**config.mk**
```make
export PLATFORM = sky130hd
export DESIGN_NAME = offset_trim_loop
export DESIGN_NICKNAME = d
export VERILOG_FILES = /design/src/rtl/trim_pkg.sv /design/src/rtl/trim_ctrl.sv /design/src/rtl/trim_dp.sv /design/src/rtl/offset_trim_loop.sv
export SDC_FILE = /design/constraint.sdc
export NUM_CORES = 1
export LEC_CHECK = 0
export BUFFER_PORTS_ARGS = -buffer_cell sky130_fd_sc_hd__buf_2
export CORE_MARGIN = 3
export CORE_UTILIZATION = 50
export CTS_BUF_LIST = sky130_fd_sc_hd__clkbuf_8
export DETAILED_ROUTE_END_ITERATION = 12
export GPL_TIMING_DRIVEN = 0
export PLACE_DENSITY = 0.73
export SYNTH_ARGS = -nofsm -noshare
export SYNTH_HDL_FRONTEND = slang
export SYNTH_HIERARCHICAL = 1
export SYNTH_SLANG_ARGS = --single-unit
```
**constraint.sdc**
```tcl
create_clock -name clk -period 12.2 [get_ports clk]
set_input_delay 2.44 -clock clk [delete_from_list [all_inputs] [get_ports clk]]
set_output_delay 2.44 -clock clk [all_outputs]
set_load 0.01 [all_outputs]
```
**src/rtl/trim_pkg.sv**
```systemverilog
package trim_pkg;
  typedef struct packed {
    logic finUp;
    logic finDn;
    logic crsUp;
    logic crsDn;
    logic crsLoad;
    logic finLoad;
  } trimStrobe_t;
endpackage

```
**src/rtl/trim_ctrl.sv**
```systemverilog
module trim_ctrl
  import trim_pkg::*;
#(
  parameter int AVG_W = 12,
  parameter int TGT_W = 8,
  parameter int NARROW_BAND = 1,
  parameter int MEDIUM_BAND = 2,
  parameter int WIDE_BAND = 4,
  parameter int FAST_LIMIT = 128
) (
  input  logic             clk,
  input  logic             rst,
  input  logic [AVG_W-1:0] avgData,
  input  logic             avgValid,
  input  logic [TGT_W-1:0] targetCode,
  input  logic             fastEn,
  input  logic [1:0]       dnsSel,
  input  logic             holdEn,
  input  logic             manualEn,
  input  logic             manCrsWr,
  input  logic             manFinWr,
  output trimStrobe_t      strobe
);
  localparam int ERR_W = AVG_W + 2;

  logic signed [ERR_W-1:0] err;
  logic [ERR_W-1:0] absErr;
  logic [ERR_W-1:0] band;
  logic errNeg, inBand, bigErr, runLoop;

  always_comb begin
    err    = $signed(ERR_W'(avgData)) - $signed(ERR_W'(targetCode));
    errNeg = err[ERR_W-1];
    absErr = errNeg ? ERR_W'(-err) : ERR_W'(err);
    case (dnsSel)
      2'd1:    band = ERR_W'(NARROW_BAND);
      2'd2:    band = ERR_W'(MEDIUM_BAND);
      2'd3:    band = ERR_W'(WIDE_BAND);
      default: band = '0;
    endcase
    inBand  = absErr <= band;
    bigErr  = fastEn && (absErr > ERR_W'(FAST_LIMIT));
    runLoop = avgValid && !holdEn && !manualEn && !inBand;
    strobe.crsDn   = runLoop && bigErr && !errNeg;
    strobe.crsUp   = runLoop && bigErr && errNeg;
    strobe.finDn   = runLoop && !bigErr && !errNeg;
    strobe.finUp   = runLoop && !bigErr && errNeg;
    strobe.crsLoad = !holdEn && manualEn && manCrsWr;
    strobe.finLoad = !holdEn && manualEn && manFinWr;
  end

  AST_SINGLE_MOVE: assert property (@(posedge clk) disable iff (rst)
    $onehot0({strobe.finUp, strobe.finDn, strobe.crsUp, strobe.crsDn}));
endmodule

```
**src/rtl/trim_dp.sv**
```systemverilog
module trim_dp
  import trim_pkg::*;
#(
  parameter int CRS_W = 9,
  parameter int FIN_W = 10
) (
  input  logic             clk,
  input  logic             rst,
  input  trimStrobe_t      strobe,
  input  logic [CRS_W-1:0] crsStep,
  input  logic [CRS_W-1:0] manCrsVal,
  input  logic [FIN_W-1:0] manFinVal,
  output logic [CRS_W-1:0] crsCode,
  output logic [FIN_W-1:0] finCode
);
  localparam logic [CRS_W-1:0] CRS_MAX = '1;
  localparam logic [CRS_W-1:0] CRS_MID = CRS_W'(1) << (CRS_W - 1);
  localparam logic [FIN_W-1:0] FIN_MAX = '1;
  localparam logic [FIN_W-1:0] FIN_MID = FIN_W'(1) << (FIN_W - 1);

  logic [CRS_W:0] crsSum;
  logic [CRS_W-1:0] crsStepUp, crsStepDn;

  always_comb begin
    crsSum    = {1'b0, crsCode} + {1'b0, crsStep};
    crsStepUp = crsSum[CRS_W] ? CRS_MAX : crsSum[CRS_W-1:0];
    crsStepDn = (crsStep > crsCode) ? '0 : crsCode - crsStep;
  end

  always_ff @(posedge clk) begin
    if (rst) begin
      crsCode <= CRS_MID;
      finCode <= FIN_MID;
    end else begin
      if (strobe.crsLoad) crsCode <= manCrsVal;
      if (strobe.finLoad) finCode <= manFinVal;
      if (strobe.crsUp) crsCode <= crsStepUp;
      if (strobe.crsDn) crsCode <= crsStepDn;
      if (strobe.finUp) begin
        if (finCode == FIN_MAX) begin
          finCode <= FIN_MID;
          if (crsCode != CRS_MAX) crsCode <= crsCode + 1'b1;
        end else begin
          finCode <= finCode + 1'b1;
        end
      end
      if (strobe.finDn) begin
        if (finCode == '0) begin
          finCode <= FIN_MID;
          if (crsCode != '0) crsCode <= crsCode - 1'b1;
        end else begin
          finCode <= finCode - 1'b1;
        end
      end
    end
  end

  AST_FINE_STEP: assert property (@(posedge clk) disable iff (rst)
    (strobe.finUp && finCode != FIN_MAX) |=> finCode == FIN_W'($past(finCode) + 1'b1));
  AST_FINE_WRAP: assert property (@(posedge clk) disable iff (rst)
    (strobe.finUp && finCode == FIN_MAX) |=>
      (finCode == FIN_MID && (crsCode == CRS_W'($past(crsCode) + 1'b1) || $past(crsCode) == CRS_MAX)));
  AST_CRS_SAT_UP: assert property (@(posedge clk) disable iff (rst)
    strobe.crsUp |=> crsCode >= $past(crsCode));
  AST_CRS_SAT_DN: assert property (@(posedge clk) disable iff (rst)
    strobe.crsDn |=> crsCode <= $past(crsCode));
endmodule

```
**src/rtl/offset_trim_loop.sv**
```systemverilog
module offset_trim_loop
  import trim_pkg::*;
#(
  parameter int AVG_W = 12,
  parameter int TGT_W = 8,
  parameter int CRS_W = 9,
  parameter int FIN_W = 10
) (
  input  logic             clk,
  input  logic             rst,
  input  logic [AVG_W-1:0] avgData,
  input  logic             avgValid,
  input  logic [TGT_W-1:0] targetCode,
  input  logic             fastEn,
  input  logic [1:0]       dnsSel,
  input  logic             holdEn,
  input  logic             manualEn,
  input  logic [CRS_W-1:0] crsStep,
  input  logic             manCrsWr,
  input  logic [CRS_W-1:0] manCrsVal,
  input  logic             manFinWr,
  input  logic [FIN_W-1:0] manFinVal,
  output logic [CRS_W-1:0] crsCode,
  output logic [FIN_W-1:0] finCode
);
  trimStrobe_t strobe;

  trim_ctrl #(.AVG_W(AVG_W), .TGT_W(TGT_W)) u_ctrl (
    .clk(clk), .rst(rst), .avgData(avgData), .avgValid(avgValid),
    .targetCode(targetCode), .fastEn(fastEn), .dnsSel(dnsSel),
    .holdEn(holdEn), .manualEn(manualEn), .manCrsWr(manCrsWr),
    .manFinWr(manFinWr), .strobe(strobe)
  );

  trim_dp #(.CRS_W(CRS_W), .FIN_W(FIN_W)) u_dp (
    .clk(clk), .rst(rst), .strobe(strobe), .crsStep(crsStep),
    .manCrsVal(manCrsVal), .manFinVal(manFinVal),
    .crsCode(crsCode), .finCode(finCode)
  );

  AST_HOLD_FREEZE: assert property (@(posedge clk) disable iff (rst)
    holdEn |=> ($stable(crsCode) && $stable(finCode)));
  AST_IDLE_STABLE: assert property (@(posedge clk) disable iff (rst)
    (!avgValid && !manualEn) |=> ($stable(crsCode) && $stable(finCode)));
  AST_MANUAL_NO_LOOP: assert property (@(posedge clk) disable iff (rst)
    (manualEn && !manFinWr) |=> $stable(finCode));
endmodule

```
==> results_dict.tcl <==
set metrics [dict create \
    ys_warn_count 6 \
    dp_hpwl_um 8110 \
    grt_max_degree 12 \
    ys_ff_latch 19 \
    max_stage_delay_ns 0.41 \
    yosys.area.top_type "ha_1" \
    fin_crit_ns 6.69 \
    wl_per_cell_um 14.6 \
    worstPathCellList "buf_2 > inv_1 > ha_1 > fa_1 > nor2b_1 > o31a_1 > a31o_2 > or2_0 > clkbuf_1 > nor2_1 > xnor2_1 > ha_1 > a21o_1 > a21oi_1 > a31oi_1 > nor3_1 > nor3_1 > clkbuf_1 > or2_2 > clkbuf_1 > nor3b_1 > a21oi_1 > a31o_2" \
    leakage_nw 1.88 \
    drtIter0Drc 294 \
    tritoncts "built" \
    cts.path.max_buffers 2 \
    critPathLaunchType "input pin" \
    layout-drive-gt1-share_pct 19.2 \
    setup_violations 0 \
    post-cts-setup-buffers 0 \
    grt_overflow 0 \
    fp.dieW_um 92.0 \
    hold_depth 2 \
    synth_async_sr_flop_share_pct 0 \
    cts_hold_buffers 0 \
    row_count 30 \
    rrSetupSlack_ns 9.20 \
    r2r-start "u_dp/crsCode[0]" \
    nets 690 \
    diodes 0 \
    cp_top_family "simple AND/OR/NAND/NOR gates" \
    rsz0062_at_grt "no" \
    min_to "u_dp/finCode[5]" \
    gp_congestion 0.897 \
    antenna_found_initial 0 \
    synth_area_um2 3700 \
    dr.pass1.iters 5 \
    cp_num_buf_inv 5 \
    cts.clk_slew.worst_paths_ns 0.08 \
    powerDensity_nw_per_um2 61.9 \
    vias_per_cell 5.96 \
    cp_data_required_time_ns 12.36 \
    grt_pass1_wl_um 16800 \
    htree_num_levels 1 \
    multiInputGateArea_um2 3040 \
    crit_arrival_ns 6.85 \
    cap_violations 0 \
    cts_resized 0 \
    hold_class "flip-flop to flip-flop" \
    hp-start "u_dp/finCode[5]" \
    relSlewSlack_pct 46.4 \
    areaGrowthSynthToFinish_pct 14.8 \
    clock_skew_ns 0.00195 \
    timing.fmax_ghz 0.149 \
    cts_buffers 3 \
    finalMaxSlewViolations 0 \
    finalHoldViolCount 0 \
    slowest_stage "fa_1" \
    drcViolationCount 0 \
    ant_nets 0 \
    syn_nets 609 \
    r2r-end "u_dp/crsCode[8]" \
    clk_latency_ns 0.26 \
    coreArea_um2 6980 \
    grt_pass1_vias 3741 \
    synth_top_area_share_pct 11.5 \
    rr_worst_depth 9 \
    start_util_pct 52.9 \
    tns_ns 0 \
    synth.top_cells.by_count "nor2_1, inv_1, a21oi_1, ha_1, nand2_1" \
    status "completed" \
    worstMarginPinSlew_ns 0.794 \
    cts.sinks 19 \
    synth-seq-area-share_pct 10.3 \
    wirelength_um 10000 \
    num_vias 4115 \
    syn_avg_cell_area_um2 7.19 \
    synth_area_leaders "ha_1, dfxtp_1, a21oi_1" \
    synth-edff-count 0 \
    cts_root_buf "clkbuf_8" \
    synth.distinct_cells 73 \
    regArea_um2 380 \
    dieHeight_um 92.0 \
    holdWs_ns 0.570 \
    die-area_um2 8460 \
    path_class "input pin to flip-flop" \
    crit_top_cell "clkbuf_1" \
    synth.most_common_cell "nor2_1" \
    grtUsageTotal_pct 23.2 \
    num-fill-cells 674 \
    synthCells 514 \
    synth_ff_type "dfxtp_1" \
    fin_crit_sh_pct 54.9 \
    total_power_w 0.000263 \
    port_buffers 76 \
    critPathCaptureType "flip-flop" \
    io_pins 77 \
    vdd_ir_drop_max_uv 32.9 \
    path_max_fanout 10 \
]
worst min-delay path: cells and delay by family (launching register included):
family                 cells  cell delay, ns
AO/OA/AOI/OAI              1            0.06
buffers and inverters      1            0.10
flip-flops                 1            0.37
cell families (layout without fill, tap and decap cells):
| family | count (synthesis) | count (layout) | synth area share [%] |
|---|---|---|---|
| compound gates | 158 | 158 | 30.4 |
| fa+ha+maj | 37 | 37 | 13.1 |
| flops | 19 | 19 | 10.3 |
| buf+inv | 67 | 147 | 7.51 |
| simple gates | 193 | 193 | 28.5 |
| xor+xnor | 25 | 25 | 5.92 |
| mux | 15 | 15 | 4.23 |
power by group:
part | internal (W) | total, W | switching, W
sequential | 0.0000659 | 0.0000731 | 0.00000719
clock | 0.0000227 | 0.0000458 | 0.0000230
combinational | 0.0000627 | 0.000144 | 0.0000812
final cells by class:
cell class                      count  share of cell area (%)
Multi-Input combinational cell    428                    71.6
Sequential cell                    19                    8.96
Timing Repair Buffer               76                    8.96
Inverter                           42                    3.72
Buffer                             25                    2.83
Tap cell                           96                    2.83
Clock buffer                        3                   0.973
Clock inverter                      1                   0.118
routing by layer:
metal	routed length [µm]	GRT usage, %
met5	0	0
met4	59	3.84
met3	701	1.48
met2	4750	40.3
met1	4530	32.1
cells in the final DEF, fill, tap and decap left out, types with 8 or more instances in the layout:
cell type	synthesis	layout
buf_2	3	79
nor2_1	45	45
inv_1	42	42
a21oi_1	38	38
ha_1	34	34
nand2_1	33	33
nor3_1	22	22
o21ai_0	21	21
dfxtp_1	19	19
clkbuf_1	17	17
xnor2_1	16	16
nand3_1	16	16
a211oi_1	14	14
nor2b_1	13	13
nand2b_1	10	10
mux2i_1	10	10
o31ai_1	10	10
xor2_1	9	9
a31oi_1	8	8
metrics by stage:
step,cell area (µm²),setup slack [ns],utilization (%),instances
2_1_floorplan,3700,5.95,-,514
3_3_place_gp,4200,5.31,60.1,686
3_5_place_dp,4200,5.22,60.1,686
4_1_cts,4240,5.51,60.8,690
5_1_grt,4240,5.13,60.8,690
6_report,4240,5.51,60.8,690
sequential cells by signal, indices dropped and copies added (netlist names):
| name | count |
|---|---|
| u_dp/finCode | 10 |
| u_dp/crsCode | 9 |
how the worst max path moves through the flow:
stage | from | to | cells after the start
after global routing | avgData[0] | u_dp/finCode[2] | 23
after detailed placement | avgData[0] | u_dp/crsCode[7] | 23
after CTS | avgData[0] | u_dp/crsCode[7] | 23
after floorplan | avgData[0] | u_dp/finCode[9] | 22
after global placement | avgData[0] | u_dp/finCode[9] | 23
final | avgData[0] | u_dp/finCode[9] | 23
No activity file was read; power rests on OpenSTA's default activity.
